[src/rtl/cfgld_pkg.sv]
package cfgld_pkg;

    typedef enum logic [1:0] {
        MODE_SERIAL  = 2'd0,
        MODE_PAR     = 2'd1,
        MODE_PAR_SEC = 2'd2,
        MODE_BAD     = 2'd3
    } cfg_mode_e;

    typedef enum logic [3:0] {
        ST_IDLE,
        ST_OK,
        ST_ERR,
        ST_RST_LO,
        ST_RST_WT,
        ST_FETCH,
        ST_LOW,
        ST_HIGH,
        ST_TAIL,
        ST_DWAIT
    } cfg_state_e;

endpackage

[src/rtl/cfgld_timer.sv]
// Down counter: load sets the count, otherwise it counts to zero and holds.
module cfgld_timer #(
    parameter int W = 8
) (
    input  logic         clk,
    input  logic         rst_n,
    input  logic         load,
    input  logic [W-1:0] load_val,
    output logic         expired
);
    logic [W-1:0] cnt_d, cnt_q;

    always_comb begin
        cnt_d = cnt_q;
        if (load)
            cnt_d = load_val;
        else if (cnt_q != '0)
            cnt_d = cnt_q - W'(1);
    end

    always_ff @(posedge clk or negedge rst_n) begin
        if (!rst_n) cnt_q <= '0;
        else        cnt_q <= cnt_d;
    end

    assign expired = (cnt_q == '0);
endmodule

[src/rtl/cfgld_pin_enc.sv]
// Maps the held byte onto the data pins: one bit on lane 0 or the whole byte.
module cfgld_pin_enc (
    input  logic       serial,
    input  logic       active,
    input  logic [7:0] byte_in,
    input  logic [2:0] bit_sel,
    output logic [7:0] pins
);
    for (genvar g = 0; g < 8; g++) begin : g_lane
        if (g == 0) begin : g_lane0
            assign pins[g] = active & (serial ? byte_in[bit_sel] : byte_in[0]);
        end else begin : g_upper
            assign pins[g] = active & ~serial & byte_in[g];
        end
    end
endmodule

[src/rtl/cfgld_loader.sv]
module cfgld_loader #(
    parameter int CLK_HZ   = 100_000_000,
    parameter int RST_US   = 5,
    parameter int WAIT_US  = 100,
    parameter int HALF_CYC = 1,
    parameter int LEN_W    = 16
) (
    input  logic             clk,
    input  logic             rst_n,
    input  logic             start,
    input  logic [1:0]       mode,
    input  logic [LEN_W-1:0] length,
    input  logic             s_valid,
    input  logic [7:0]       s_data,
    output logic             s_ready,
    output logic             cfg_nreset,
    output logic             cfg_clk,
    output logic [7:0]       cfg_data,
    input  logic             tgt_status,
    input  logic             tgt_done,
    output logic             abort_o,
    output logic             busy,
    output logic             done_ok,
    output logic             fail,
    output logic [LEN_W-1:0] byte_count
);
    import cfgld_pkg::*;

    localparam int CYC_US   = (CLK_HZ + 999_999) / 1_000_000;
    localparam int RST_CYC  = (CYC_US * RST_US  < 1) ? 1 : CYC_US * RST_US;
    localparam int WAIT_CYC = (CYC_US * WAIT_US < 1) ? 1 : CYC_US * WAIT_US;
    localparam int HALF     = (HALF_CYC < 1) ? 1 : HALF_CYC;
    localparam int MAX_A    = (RST_CYC > WAIT_CYC) ? RST_CYC : WAIT_CYC;
    localparam int MAX_CYC  = (MAX_A > HALF) ? MAX_A : HALF;
    localparam int TW       = $clog2(MAX_CYC + 1);
    localparam logic [TW-1:0] T_RST  = TW'(RST_CYC - 1);
    localparam logic [TW-1:0] T_WAIT = TW'(WAIT_CYC - 1);
    localparam logic [TW-1:0] T_HALF = TW'(HALF - 1);

    typedef struct packed {
        cfg_state_e       st;
        cfg_mode_e        mode;
        logic [LEN_W-1:0] len;
        logic [LEN_W-1:0] cnt;
        logic [7:0]       sh;
        logic [2:0]       bit_i;
        logic [1:0]       extra;
        logic             nrst;
        logic             cclk;
        logic             abrt;
        logic             ok;
        logic             bad;
    } seq_t;

    seq_t          d, q;
    logic          tmr_load, tmr_exp;
    logic [TW-1:0] tmr_val;
    logic          pins_on;

    cfgld_timer #(.W(TW)) u_timer (
        .clk      (clk),
        .rst_n    (rst_n),
        .load     (tmr_load),
        .load_val (tmr_val),
        .expired  (tmr_exp)
    );

    always_comb begin
        d        = q;
        tmr_load = 1'b0;
        tmr_val  = '0;
        case (q.st)
            ST_IDLE, ST_OK, ST_ERR: begin
                if (start) begin
                    d.ok   = 1'b0;
                    d.bad  = 1'b0;
                    d.abrt = 1'b0;
                    d.cnt  = '0;
                    d.len  = length;
                    d.mode = cfg_mode_e'(mode);
                    if (length == '0 || cfg_mode_e'(mode) == MODE_BAD) begin
                        d.st  = ST_ERR;
                        d.bad = 1'b1;
                    end else begin
                        d.st     = ST_RST_LO;
                        d.nrst   = 1'b0;
                        tmr_load = 1'b1;
                        tmr_val  = T_RST;
                    end
                end
            end
            ST_RST_LO: begin
                if (tmr_exp) begin
                    d.nrst   = 1'b1;
                    d.st     = ST_RST_WT;
                    tmr_load = 1'b1;
                    tmr_val  = T_WAIT;
                end
            end
            ST_RST_WT: begin
                if (tmr_exp) d.st = ST_FETCH;
            end
            ST_FETCH: begin
                if (!tgt_status) begin
                    d.st   = ST_ERR;
                    d.bad  = 1'b1;
                    d.abrt = 1'b1;
                end else if (s_valid) begin
                    d.sh     = s_data;
                    d.bit_i  = '0;
                    d.extra  = (q.mode == MODE_PAR_SEC) ? 2'd3 : 2'd0;
                    d.st     = ST_LOW;
                    tmr_load = 1'b1;
                    tmr_val  = T_HALF;
                end
            end
            ST_LOW: begin
                if (tmr_exp) begin
                    d.cclk   = 1'b1;
                    d.st     = ST_HIGH;
                    tmr_load = 1'b1;
                    tmr_val  = T_HALF;
                end
            end
            ST_HIGH: begin
                if (tmr_exp) begin
                    d.cclk = 1'b0;
                    if (q.mode == MODE_SERIAL && q.bit_i != 3'd7) begin
                        d.bit_i  = q.bit_i + 3'd1;
                        d.st     = ST_LOW;
                        tmr_load = 1'b1;
                        tmr_val  = T_HALF;
                    end else if (q.extra != 2'd0) begin
                        d.extra  = q.extra - 2'd1;
                        d.st     = ST_LOW;
                        tmr_load = 1'b1;
                        tmr_val  = T_HALF;
                    end else begin
                        d.cnt = q.cnt + LEN_W'(1);
                        if (q.cnt + LEN_W'(1) == q.len) begin
                            d.st     = ST_TAIL;
                            tmr_load = 1'b1;
                            tmr_val  = T_HALF;
                        end else begin
                            d.st = ST_FETCH;
                        end
                    end
                end
            end
            ST_TAIL: begin
                if (tmr_exp) begin
                    d.cclk   = 1'b1;
                    d.st     = ST_DWAIT;
                    tmr_load = 1'b1;
                    tmr_val  = T_WAIT;
                end
            end
            ST_DWAIT: begin
                if (tmr_exp) begin
                    d.cclk = 1'b0;
                    if (tgt_done) begin
                        d.ok = 1'b1;
                        d.st = ST_OK;
                    end else begin
                        d.bad  = 1'b1;
                        d.abrt = 1'b1;
                        d.st   = ST_ERR;
                    end
                end
            end
            default: d.st = ST_IDLE;
        endcase
    end

    always_ff @(posedge clk or negedge rst_n) begin
        if (!rst_n) begin
            q      <= '0;
            q.st   <= ST_IDLE;
            q.mode <= MODE_SERIAL;
            q.nrst <= 1'b1;
        end else begin
            q <= d;
        end
    end

    assign pins_on = (q.st == ST_LOW) || (q.st == ST_HIGH) ||
                     (q.st == ST_TAIL) || (q.st == ST_DWAIT);

    cfgld_pin_enc u_enc (
        .serial  (q.mode == MODE_SERIAL),
        .active  (pins_on),
        .byte_in (q.sh),
        .bit_sel (q.bit_i),
        .pins    (cfg_data)
    );

    assign s_ready    = (q.st == ST_FETCH) && tgt_status;
    assign cfg_nreset = q.nrst;
    assign cfg_clk    = q.cclk;
    assign abort_o    = q.abrt;
    assign done_ok    = q.ok;
    assign fail       = q.bad;
    assign byte_count = q.cnt;
    assign busy       = !((q.st == ST_IDLE) || (q.st == ST_OK) || (q.st == ST_ERR));
endmodule

[config.mk]
export PLATFORM = sky130hd
export DESIGN_NAME = cfgld_loader
export DESIGN_NICKNAME = d
export VERILOG_FILES = /design/src/rtl/cfgld_pkg.sv /design/src/rtl/cfgld_timer.sv /design/src/rtl/cfgld_pin_enc.sv /design/src/rtl/cfgld_loader.sv
export SDC_FILE = /design/constraint.sdc
export NUM_CORES = 1
export LEC_CHECK = 0
export CORE_MARGIN = 3
export CORE_UTILIZATION = 52
export DETAILED_ROUTE_END_ITERATION = 7
export PLACE_DENSITY = 0.75
export SKIP_LAST_GASP = 1
export SLEW_MARGIN = 20
export SYNTH_ARGS = -nofsm -noshare
export SYNTH_HDL_FRONTEND = slang
export SYNTH_SLANG_ARGS = --single-unit
[constraint.sdc]
create_clock -name clk -period 3.7 [get_ports clk]
set_input_delay 0.37 -clock clk [delete_from_list [all_inputs] [get_ports clk]]
set_output_delay 0.37 -clock clk [all_outputs]
set_load 0.005 [all_outputs]
==> results.yml <==
run_status:
  status: "finished clean"
synthesis:
  muxShareOfSynthArea: 0.0684
  yosys-top-cells-area: "dfrtp_1 (40%), nand2_1 (5.5%), mux2_2 (4.7%)"
  synth_top_family_by_area: "simple AND/OR/NAND/NOR gates"
  netlist_area_um2: 4360
  synthSimpleGateAreaFrac: 0.244
  synth_edf_count: 0
  ys_warn_count: 0
  synthesis.instances: 487
  syn_nets: 524
  synthAdderAreaFrac: 0.0167
  ys_types: 70
  yosysMostFrequentCell: "dfrtp_1"
  synth_area_leader_cell: "dfrtp_1"
  syn_avg_cell_area_um2: 8.94
  synth_top_area_frac: 0.396
  yosysSeqAreaShare: 0.402
  synthTopCellsByCount: "dfrtp_1 (69), nand2_1 (64), nor2_1 (35)"
  synth-xor-area-share: 0.0563
  synth_compound_area_frac: 0.150
  synthFlopType: "dfrtp_1"
  ys_async_sr_fraction: 1.00
  synth-seq-cells: 70
power_and_ir_drop:
  p_leak_nw: 2.09
  p_sw_mw: 1.19
  combPwrFrac: 0.381
  power_frac_seq: 0.427
  p_int_mw: 1.93
  ir_drop_mv: 0.363
  sw_frac_of_total: 0.380
  p_per_area_nw_per_um2: 609
  p_clk_frac: 0.191
finish:
  num-fill-cells: 686
  layout.cells.non_filler: 635
  drive_gt1_frac: 0.107
  area_growth_pct: 17.5
  nets: 565
  diodes: 0
  multiInputGateArea_um2: 2330
  seq_area_um2: 1750
setup_path:
  start_kind: "flop"
  r2r_start: "byte_count[0]"
  cp.arrival_ps: 3190
  r2r_end: "u_timer.cnt_q[1]"
  end_kind: "flop"
  cp_max_fo: 9
  critPathCapture: "u_timer.cnt_q[1]"
  reg2reg_depth: 8
  path_class: "reg2reg"
  required_ps: 3910
  worst-r2r-setup-slack_ps: 720
  slowest_stage: "or4b_4"
  crit_chain: "ha_1 > nand3_2 > nor3_2 > nor4bb_1 > o41ai_1 > or4b_4 > o21ai_4 > o221ai_1"
  crit_path_start: "byte_count[0]"
  slowest_delay_ps: 540
timing:
  post-route-min-period_ps: 2980
  worst_slew_margin_rel: 0.554
  tightest_slew_ps: 663
  final_max_slew_viol_count: 0
  fmax_mhz: 336
  tns_ps: 0
  hold_violations: 0
  final.period_utilization: 0.805
  fin_skew_ps: 8.46
  rsz0062_at_grt: "false"
  setup_viol: 0
routing:
  drtAntennaViolNets: 0
  drt_iter0_drc: 195
  vias_per_cell: 5.81
  via_count: 3687
  first_pass_iters: 5
  wirelength_mm: 10.5
  post_drt_wl_per_cell_um: 16.6
  drcViolationCount: 0
floorplan:
  die_h_um: 97.5
  die-area_um2: 9510
  die_x_um: 97.5
  placeableCoreArea_um2: 7930
  pin_count: 63
  rows: 32
  initial_core_util: 0.549
clock_tree:
  htree_num_levels: 3
  cts_tree: "built"
  cts-resized-gates: 0
  clock_latency_ps: 350
  clockBufferDepth: 2
  path_clk_slew_ps: 70
  cts-root-buf: "clkbuf_8"
  clock-sinks: 70
  cts_buffers: 9
global_route:
  antenna_found_initial: 0
  grt_pass1_wl_mm: 17.8
  grt-ovfl-total: 0
  grt_max_degree: 49
  grt_pass1_vias: 3650
  grtUsageTotal: 0.229
placed_design:
  dp.final_hpwl_mm: 7.63
  port_buffers: 62
  place_congestion: 0.952
  dp.cells: 618
min_path:
  hold_class: "reg2reg"
  min-delay-start: "cfg_nreset"
run:
  maxCapViolCount: 0
## layer usage
| layer | GRT usage | share of wire | vias up |
|---|---|---|---|
| li1 | - | - | 1809 |
| met1 | 0.309 | 0.44 | 1747 |
| met3 | 0.0316 | 0.047 | 16 |
| met4 | 0.0863 | 0.016 | 0 |
| met5 | 0 | 0 | - |
| met2 | 0.375 | 0.49 | 115 |
## what timing repair did
| item | CTS | global route |
|---|---|---|
| buffers inserted | 0 | 0 |
| endpoints found under the hold margin | 2 | 0 |
| hold buffers | 1 | 0 |
## power groups by stage
stage          clock (mW)  combinational [mW]  sequential, mW
2_1_floorplan           0               0.905            1.22
3_3_place_gp            0                1.16            1.33
3_5_place_dp            0                1.18            1.34
4_1_cts             0.607                1.19            1.33
5_1_grt             0.644                1.33            1.38
6_report            0.597                1.19            1.33
## kinds of logic after synthesis
kind of cell               after synthesis
AOI/OAI and AO/OA                      104
xor gates and xnor gates                28
adders and majority gates                6
buffers and inverters                   54
DFF                                     70
muxes                                   25
and+or+nand+nor                        200
## area by class of cell
type,count,area share
flip-flops and latches,70,0.342
multi-input cells,363,0.455
clock inverters,5,0.00978
clock buffers,11,0.0257
inverters,15,0.0110
repair buffers,69,0.131
well taps,102,0.0249
## stage by stage
step                instance area [µm²]  power [mW]  hold slack (ps)  utilization  setup WS [ps]
floorplan                          4360        2.13             74.4            -           1070
global placement                   4930        2.49              377        0.622            772
detailed placement                 4930        2.51              379        0.622            644
CTS                                5120        3.12              489        0.646            742
global route                       5120        3.35              522        0.646            469
finish                             5120        3.12              486        0.646            721
## worst max-delay path: cells and delay by family (launching register included)
kind / cells / cell delay, ps
and+or+nand+nor: 4 / 1430
DFF: 1 / 530
AOI/OAI and AO/OA: 3 / 520
adders and majority gates: 1 / 360
## layout by cell type, fill, tap and decap left out, drive strengths merged, types with 15 or more instances in the layout
| cell | instances |
|---|---|
| nand2 | 65 |
| inv | 15 |
| clkdlybuf4s50 | 61 |
| dfrtp | 69 |
| a21oi | 15 |
| nand3 | 18 |
| mux2 | 18 |
| o21ai | 51 |
| xnor2 | 19 |
| nor2 | 35 |
## sequential cells by signal (all words and copies together) (netlist names)
name / count
cfg_nreset: 1
abort_o: 1
fail: 1
cfg_clk: 1
q: 35
done_ok: 1
byte_count: 16
u_timer.cnt_q: 14
## worst min-delay path by stage
stage / end / slack [ps] / cells past startpoint
6_report: cfg_nreset / 490 / 2
5_1_grt: cfg_nreset / 520 / 2
4_1_cts: cfg_nreset / 490 / 2
3_5_place_dp: byte_count[6] / 380 / 1
3_3_place_gp: byte_count[6] / 380 / 1
2_1_floorplan: abort_o / 70 / 0
(Power assumes the default switching activity.)
